`src/rtl/pgwalk_pkg.sv`:
```
package pgwalk_pkg;

   typedef enum logic [2:0] {
      ST_IDLE, ST_CTX, ST_L1, ST_L2, ST_L3, ST_DONE, ST_FAULT
   } walk_state_e;

   typedef enum logic [1:0] {
      ET_INVALID = 2'd0,
      ET_DIR     = 2'd1,
      ET_PAGE    = 2'd2,
      ET_RSVD    = 2'd3
   } entry_kind_e;

   localparam logic [2:0] FT_INVALID = 3'd1;
   localparam logic [2:0] FT_XLATE   = 3'd4;
   localparam int         LVL_W      = 2;
   localparam int         FCODE_W    = 10;

endpackage

```
`src/rtl/pgwalk_addr.sv`:
```
module pgwalk_addr #(
   parameter int VA_W      = 32,
   parameter int DESC_W    = 32,
   parameter int CTX_W     = 8,
   parameter int PA_W      = 36,
   parameter int PAGE_BITS = 12,
   parameter int L1_BITS   = 8,
   parameter int L2_BITS   = 6,
   parameter int L3_BITS   = 6
) (
   input  logic [1:0]        level,
   input  logic [DESC_W-1:0] ctx_ptr,
   input  logic [CTX_W-1:0]  ctx_num,
   input  logic [VA_W-1:0]   walk_va,
   input  logic [DESC_W-1:0] desc,
   output logic [PA_W-1:0]   rd_addr
);
   localparam int L3_LO = PAGE_BITS;
   localparam int L2_LO = L3_LO + L3_BITS;
   localparam int L1_LO = L2_LO + L2_BITS;

   if (L1_LO + L1_BITS != VA_W) begin : g_bad_split
      $error("pgwalk_addr: index fields do not tile the virtual address");
   end
   if (PA_W < DESC_W + 4) begin : g_bad_pa
      $error("pgwalk_addr: physical width too small for table base");
   end

   logic [PA_W-1:0] idx_off [4];
   logic [PA_W-1:0] ctx_addr;
   logic [PA_W-1:0] tbl_base;
   logic            unused_page_bits;

   assign idx_off[0] = '0;
   for (genvar g = 1; g <= 3; g++) begin : g_lvl
      localparam int LO   = (g == 1) ? L1_LO   : (g == 2) ? L2_LO   : L3_LO;
      localparam int BITS = (g == 1) ? L1_BITS : (g == 2) ? L2_BITS : L3_BITS;
      assign idx_off[g] = PA_W'(walk_va[LO +: BITS]) << 2;
   end

   assign unused_page_bits = ^walk_va[PAGE_BITS-1:0];
   assign ctx_addr = (PA_W'(ctx_ptr) << 4) + (PA_W'(ctx_num) << 4);
   assign tbl_base = PA_W'(desc & ~DESC_W'(3)) << 4;

   always_comb begin
      if (level == 2'd0) rd_addr = ctx_addr;
      else               rd_addr = tbl_base + idx_off[level];
   end
endmodule

```
`src/rtl/pgwalk_classify.sv`:
```
module pgwalk_classify
   import pgwalk_pkg::*;
(
   input  logic [1:0] level,
   input  logic [1:0] kind_bits,
   output logic       descend,
   output logic       leaf,
   output logic       bad,
   output logic [2:0] ftype
);
   entry_kind_e kind;
   assign kind = entry_kind_e'(kind_bits);

   always_comb begin
      descend = 1'b0;
      leaf    = 1'b0;
      bad     = 1'b0;
      ftype   = 3'd0;
      unique case (kind)
         ET_INVALID: begin bad = 1'b1; ftype = FT_INVALID; end
         ET_DIR: begin
            if (level == 2'd3) begin bad = 1'b1; ftype = FT_XLATE; end
            else descend = 1'b1;
         end
         ET_PAGE: begin
            if (level == 2'd3) leaf = 1'b1;
            else begin bad = 1'b1; ftype = FT_XLATE; end
         end
         ET_RSVD: begin bad = 1'b1; ftype = FT_XLATE; end
      endcase
   end
endmodule

```
`src/rtl/pgwalk_fsm.sv`:
```
module pgwalk_fsm
   import pgwalk_pkg::*;
#(
   parameter int VA_W      = 32,
   parameter int DESC_W    = 32,
   parameter int PA_W      = 36,
   parameter int PAGE_BITS = 12
) (
   input  logic               clk,
   input  logic               rst_n,
   input  logic               start,
   input  logic [VA_W-1:0]    vaddr,
   input  logic               is_write,
   input  logic               is_fetch,
   input  logic               is_super,
   input  logic               rsp_valid,
   input  logic [DESC_W-1:0]  rsp_data,
   input  logic [PA_W-1:0]    next_addr,
   input  logic               descend,
   input  logic               leaf,
   input  logic [2:0]         ftype,
   output logic [1:0]         cur_lvl,
   output logic [1:0]         nxt_lvl,
   output logic [VA_W-1:0]    walk_va,
   output logic               mem_req,
   output logic [PA_W-1:0]    mem_addr,
   output logic               busy,
   output logic               done,
   output logic               fault,
   output logic [FCODE_W-1:0] fault_code,
   output logic [2:0]         access_idx,
   output logic [DESC_W-1:0]  pte_out,
   output logic [PA_W-1:0]    phys_addr
);
   localparam int PPN_W = PA_W - PAGE_BITS;

   if (PPN_W != DESC_W - 8) begin : g_bad_ppn
      $error("pgwalk_fsm: physical width must hold entry[31:8] plus page offset");
   end

   walk_state_e state;

   always_comb begin
      unique case (state)
         ST_CTX:  begin cur_lvl = 2'd0; nxt_lvl = 2'd1; end
         ST_L1:   begin cur_lvl = 2'd1; nxt_lvl = 2'd2; end
         ST_L2:   begin cur_lvl = 2'd2; nxt_lvl = 2'd3; end
         ST_L3:   begin cur_lvl = 2'd3; nxt_lvl = 2'd3; end
         default: begin cur_lvl = 2'd0; nxt_lvl = 2'd0; end
      endcase
   end

   assign busy  = (state == ST_CTX) || (state == ST_L1) ||
                  (state == ST_L2)  || (state == ST_L3);
   assign done  = (state == ST_DONE) || (state == ST_FAULT);
   assign fault = (state == ST_FAULT);

   always_ff @(posedge clk) begin
      if (!rst_n) begin
         state      <= ST_IDLE;
         mem_req    <= 1'b0;
         mem_addr   <= '0;
         walk_va    <= '0;
         access_idx <= '0;
         fault_code <= '0;
         pte_out    <= '0;
         phys_addr  <= '0;
      end else begin
         mem_req <= 1'b0;
         unique case (state)
            ST_IDLE: begin
               if (start) begin
                  walk_va    <= vaddr;
                  access_idx <= {is_write, is_fetch, is_super};
                  fault_code <= '0;
                  pte_out    <= '0;
                  phys_addr  <= '0;
                  mem_addr   <= next_addr;
                  mem_req    <= 1'b1;
                  state      <= ST_CTX;
               end
            end
            ST_CTX, ST_L1, ST_L2, ST_L3: begin
               if (rsp_valid) begin
                  if (descend) begin
                     mem_addr <= next_addr;
                     mem_req  <= 1'b1;
                     unique case (state)
                        ST_CTX:  state <= ST_L1;
                        ST_L1:   state <= ST_L2;
                        default: state <= ST_L3;
                     endcase
                  end else if (leaf) begin
                     pte_out   <= rsp_data;
                     phys_addr <= {rsp_data[DESC_W-1 -: PPN_W], walk_va[PAGE_BITS-1:0]};
                     state     <= ST_DONE;
                  end else begin
                     fault_code <= {cur_lvl, 3'b000, ftype, 2'b00};
                     state      <= ST_FAULT;
                  end
               end
            end
            default: state <= ST_IDLE;
         endcase
      end
   end

   assert_req_pulse_R3: assert property (@(posedge clk) disable iff (!rst_n)
      mem_req |=> !mem_req);
   assert_req_in_walk_R3: assert property (@(posedge clk) disable iff (!rst_n)
      mem_req |-> busy);
   assert_done_pulse_R9: assert property (@(posedge clk) disable iff (!rst_n)
      done |=> !done);
   assert_fault_with_done_R9: assert property (@(posedge clk) disable iff (!rst_n)
      fault |-> done);
   assert_fault_format_R6: assert property (@(posedge clk) disable iff (!rst_n)
      fault |-> ((fault_code[4:2] == FT_INVALID) || (fault_code[4:2] == FT_XLATE)) &&
                (fault_code[7:5] == 3'b000) && (fault_code[1:0] == 2'b00));
   assert_idle_hold_R9: assert property (@(posedge clk) disable iff (!rst_n)
      (state == ST_IDLE && !start) |=> $stable(fault_code) && $stable(phys_addr) &&
                                       $stable(pte_out) && $stable(access_idx));
   assert_acc_stable_R8: assert property (@(posedge clk) disable iff (!rst_n)
      (busy && $past(busy)) |-> $stable(access_idx));
   assert_start_ignored_R10: assert property (@(posedge clk) disable iff (!rst_n)
      (busy && start && !rsp_valid) |=> !mem_req);
endmodule

```
`src/rtl/pgwalk_top.sv`:
```
module pgwalk_top #(
   parameter int VA_W      = 32,
   parameter int DESC_W    = 32,
   parameter int CTX_W     = 8,
   parameter int PA_W      = 36,
   parameter int PAGE_BITS = 12,
   parameter int L1_BITS   = 8,
   parameter int L2_BITS   = 6,
   parameter int L3_BITS   = 6,
   localparam int FC_W     = pgwalk_pkg::FCODE_W
) (
   input  logic              clk,
   input  logic              rst_n,
   input  logic              start,
   input  logic [DESC_W-1:0] ctx_ptr,
   input  logic [CTX_W-1:0]  ctx_num,
   input  logic [VA_W-1:0]   vaddr,
   input  logic              is_write,
   input  logic              is_fetch,
   input  logic              is_super,
   output logic              mem_req,
   output logic [PA_W-1:0]   mem_addr,
   input  logic              mem_rsp_valid,
   input  logic [DESC_W-1:0] mem_rsp_data,
   output logic              busy,
   output logic              done,
   output logic              fault,
   output logic [FC_W-1:0]   fault_code,
   output logic [2:0]        access_idx,
   output logic [DESC_W-1:0] pte_out,
   output logic [PA_W-1:0]   phys_addr
);
   logic [1:0]      cur_lvl;
   logic [1:0]      nxt_lvl;
   logic [VA_W-1:0] walk_va;
   logic [PA_W-1:0] next_addr;
   logic            descend;
   logic            leaf;
   logic            bad;
   logic [2:0]      ftype;
   logic            unused_bad;

   assign unused_bad = bad;

   pgwalk_addr #(
      .VA_W(VA_W), .DESC_W(DESC_W), .CTX_W(CTX_W), .PA_W(PA_W),
      .PAGE_BITS(PAGE_BITS), .L1_BITS(L1_BITS), .L2_BITS(L2_BITS), .L3_BITS(L3_BITS)
   ) u_addr (
      .level(nxt_lvl), .ctx_ptr(ctx_ptr), .ctx_num(ctx_num),
      .walk_va(walk_va), .desc(mem_rsp_data), .rd_addr(next_addr)
   );

   pgwalk_classify u_cls (
      .level(cur_lvl), .kind_bits(mem_rsp_data[1:0]),
      .descend(descend), .leaf(leaf), .bad(bad), .ftype(ftype)
   );

   pgwalk_fsm #(
      .VA_W(VA_W), .DESC_W(DESC_W), .PA_W(PA_W), .PAGE_BITS(PAGE_BITS)
   ) u_fsm (
      .clk(clk), .rst_n(rst_n), .start(start), .vaddr(vaddr),
      .is_write(is_write), .is_fetch(is_fetch), .is_super(is_super),
      .rsp_valid(mem_rsp_valid), .rsp_data(mem_rsp_data), .next_addr(next_addr),
      .descend(descend), .leaf(leaf), .ftype(ftype),
      .cur_lvl(cur_lvl), .nxt_lvl(nxt_lvl), .walk_va(walk_va),
      .mem_req(mem_req), .mem_addr(mem_addr), .busy(busy), .done(done),
      .fault(fault), .fault_code(fault_code), .access_idx(access_idx),
      .pte_out(pte_out), .phys_addr(phys_addr)
   );

   assert_single_outcome_R4: assert property (@(posedge clk) disable iff (!rst_n)
      (busy && mem_rsp_valid) |-> $onehot({descend, leaf, bad}));
endmodule

```
`config.mk`:
```
export PLATFORM = sky130hd
export DESIGN_NAME = pgwalk_top
export DESIGN_NICKNAME = d
export VERILOG_FILES = /design/src/rtl/pgwalk_pkg.sv /design/src/rtl/pgwalk_addr.sv /design/src/rtl/pgwalk_classify.sv /design/src/rtl/pgwalk_fsm.sv /design/src/rtl/pgwalk_top.sv
export SDC_FILE = /design/constraint.sdc
export NUM_CORES = 1
export LEC_CHECK = 0
export BUFFER_PORTS_ARGS = -buffer_cell sky130_fd_sc_hd__buf_4
export CORE_UTILIZATION = 46
export CTS_BUF_LIST = sky130_fd_sc_hd__clkbuf_16
export DETAILED_ROUTE_END_ITERATION = 16
export GPL_ROUTABILITY_DRIVEN = 0
export GPL_TIMING_DRIVEN = 0
export PLACE_DENSITY = 0.77
export RECOVER_POWER = 100
export SYNTH_ARGS = -nofsm -noshare
export SYNTH_HDL_FRONTEND = slang
export SYNTH_SLANG_ARGS = --single-unit
```
`constraint.sdc`:
```
create_clock -name clk -period 2.9 [get_ports clk]
set_clock_uncertainty 0.1 [all_clocks]
set_input_delay 0.58 -clock clk [delete_from_list [all_inputs] [get_ports clk]]
set_output_delay 0.58 -clock clk [all_outputs]
set_load 0.02 [all_outputs]
```
==> impl_metrics.csv <==
group,metric,value,unit
timing,fmax,339,MHz
setup_path,path_class,"reg -> reg",
synth,ys_async_sr_fraction,0,%
synth,ys_ff_latch,121,
routing,num_vias,7435,
synth,syn_area_per_cell,7.71,µm²
setup_path,critPathLaunchType,"flip-flop",
timing,final-setup-viol-count,2,
setup_path,reg2reg_depth,14,
clock_network,max-clock-path-buffers,2,
timing,slew_violations,0,
die,dieArea,0.0150,mm²
placed_design,placed_area,0.00862,mm²
synth,synth_cell_types,67,
power,combPwrFrac,49.1,%
synth,ys.flop_type,"dfxtp_1",
setup_path,crit_start,"u_fsm.state[0]",
global_routing,grt_max_degree,20,
setup_path,worstReg2RegStart,"u_fsm.state[0]",
finish,drive_above_1_share,32.2,%
finish,final_area,0.00959,mm²
global_routing,antenna_found_initial,0,
timing,relSlewSlack,52.3,%
clock_network,clk_latency,0.41,ns
routing,drt-total-wl,23.4,mm
setup_path,critical_path_buf_inv_count,3,
die,fp-row-count,43,
placed_design,dpl.hpwl,17.2,mm
timing,min_period,2.95,ns
power,p_seq_share,26.8,%
routing,ant_nets,0,
finish,n_antenna_cell,0,
routing,first_pass_iters,5,
synth,syn_inst,865,
hold_path,hp-start,"vaddr[0]",
setup_path,cp_max_fo,6,
die,boundaryPins,232,
die,fp.dieW,122,µm
power,internal-power,5310,µW
setup_path,crit_end,"u_fsm.mem_addr[32]",
synth,synthesis.area,0.00667,mm²
routing,drt_iter0_markers,586,
clock_network,cts.clk_slew.worst_paths,0.06,ns
power,p_sw_share,42.3,%
setup_path,crit_family,"compound AO/OA/AOI/OAI gates",
timing,holdWs,0.311,ns
clock_network,cts-root-buf,"clkbuf_16",
clock_network,hold_buffers,0,
timing,grt_setup_unrepaired,"true",
power,power.leakage,0.00408,µW
setup_path,cp.arrival,3.19,ns
global_routing,gr-total-overflow,0,
routing,drc,0,
finish,multi_input_area,0.00392,mm²
setup_path,r2r_slack,-0.05,ns
die,dieHeight,122,µm
power,clockPowerShare,24.1,%
clock_network,cts_buffers,17,
placed_design,port_buffers,223,
setup_path,worst_path_max_delay_cell,"a211oi_4",
clock_network,clock_sinks,121,
synth,yosysMostFrequentCell,"nand2_1",
timing,period_share,102,%
setup_path,crit_chain,"buf_8 -> buf_6 -> nor2b_4 -> a22oi_2 -> o21ai_1 -> ha_2 -> inv_2 -> fa_2 -> nor2b_4 -> o21ai_4 -> a211oi_4 -> and4_4 -> xnor2_4 -> a211oi_2",
finish,area_growth,43.8,%
timing,hold_viol_final,0,
clock_network,cts_max_level,4,
clock_network,cts_tree,"built",
routing,avgViaCountPerCell,5.62,
synth,yosys-top-cells-count,"nand2_1, dfxtp_1, a21oi_1",
power,vdd_drop_max,522,µV
status,status,"complete, but fails checks",
job,drv_cap,0,
finish,n_fill_cell,1203,
die,core,0.0140,mm²
global_routing,grt_usage,30.7,%
status,violations,"setup timing",
synth,synth_edf_count,0,
global_routing,grt_pass1_vias,6795,
setup_path,r2r-end,"u_fsm.mem_addr[32]",
setup_path,crit_path_frequent_cell,"nor2b_4",
synth,ys_seq_area_share,36.3,%
finish,seq_area,0.00243,mm²
die,initial_utilization,47.7,%
synth,yosysWarningCount,0,
power,p_per_area,960,mW/mm²
synth,synth_area_leaders,"dfxtp_1, nand2_1, a21oi_1",
routing,wl_per_cell,17.7,µm
power,p_switching,3890,µW
setup_path,cpPeakStageDelay,0.38,ns
setup_path,cp.required,3.14,ns
finish,final_nets,1254,
timing,fin_ws,-0.0502,ns
global_routing,grt_pass1_wl,35.0,mm
setup_path,cp_num_cells,14,
hold_path,whs_path_depth,3,
synth,synth_top_area_share,36.3,%
setup_path,end_kind,"flip-flop",
synth,yosysTopAreaCell,"dfxtp_1",
timing,max_slew.worst_pin.slew,0.715,ns
hold_path,hp-class,"in -> reg",
layout make-up:
type / instances / share of cell area [%]
multi-input combinational: 644 / 40.9
tap: 180 / 2.35
timing repair buffer: 239 / 18.7
sequential: 121 / 25.4
buffer: 86 / 5.43
inverter: 20 / 0.874
clock inverter: 15 / 1.93
clock buffer: 17 / 4.44
tightest hold or removal path: stages:
cell and delay (ns):
buf_4 0.11, nand2_1 0.04, a21oi_1 0.05
cell families after synthesis:
family          synth area share [%]
simple gates                    23.8
compound gates                  22.6
flops                           36.3
buf+inv                         8.22
xor+xnor                        5.65
fa+ha+maj                       2.85
mux                            0.469
other cells                   0.0562
stage by stage:
stage	std cells	power [µW]	worst slack, ns	util, %	TNS [ns]
after floorplan	872	5010	0.0152	-	0
after global placement	1275	6610	-0.460	61.6	-6.89
after detailed placement	1275	6650	-0.482	61.6	-7.26
after CTS	1317	9070	-0.00996	67.6	-0.00996
after global routing	1322	9660	-0.143	68.6	-1.21
final	1322	9200	-0.0502	68.6	-0.0539
sequential cells by signal, indices dropped and copies added (netlist names):
signal and flops:
u_fsm.pte_out 8, u_fsm.fault_code 4, u_fsm.walk_va 32, u_fsm.phys_addr 36
u_fsm.mem_req 1, u_fsm.mem_addr 34, u_fsm.state 3, u_fsm.access_idx 3
per-layer routing:
metal	share of wire, %	vias up	GRT usage (%)
li1	-	3561	-
met1	42	3471	39.9
met2	46	354	49.2
met3	9.2	49	6.46
met4	2.4	0	12.6
met5	0	-	0
cells in the final DEF (no fill, tap or decap), types with 4 or more instances in the layout:
master and instances:
buf_2 13, o21a_1 6, and3_1 17, xor2_1 20, a22oi_1 8, nand2b_1 4
nand3_1 69, nand4_1 5, a31oi_1 11, inv_1 20, a221oi_1 4, clkbuf_1 31
nor3_2 5, bufinv_16 4, ha_1 11, o21ai_0 34, nand2_1 157, nor3_1 15
conb_1 8, buf_4 269, o221ai_1 7, and4_1 4, a21o_1 9, nor2_1 27
o211ai_1 6, clkbuf_16 17, a211oi_1 9, nor2b_1 6, a21oi_1 108, xnor2_1 17
dfxtp_1 118
power by group through the flow:
stage / clock network (µW) / registers (µW) / logic, µW
6_report: 2210 / 2470 / 4520
5_1_grt: 2300 / 2510 / 4850
4_1_cts: 2220 / 2450 / 4400
3_5_place_dp: 0 / 2470 / 4180
3_3_place_gp: 0 / 2460 / 4150
2_1_floorplan: 0 / 2790 / 2210
worst min path at each step:
stage / to
global route: u_fsm.walk_va[20]
detailed placement: u_fsm.walk_va[23]
floorplan: u_fsm.walk_va[30]
finish: u_fsm.walk_va[0]
global placement: u_fsm.pte_out[6]
CTS: u_fsm.walk_va[20]
timing repair:
item / 4_1_cts / 5_1_grt
pin swaps: 14 / 27
hold endpoints to repair: 0 / 0
gates resized for setup: 35 / 20
endpoints found under the setup margin: 27 / 24
buffers inserted: 11 / 5
(Power assumes the default switching activity.)
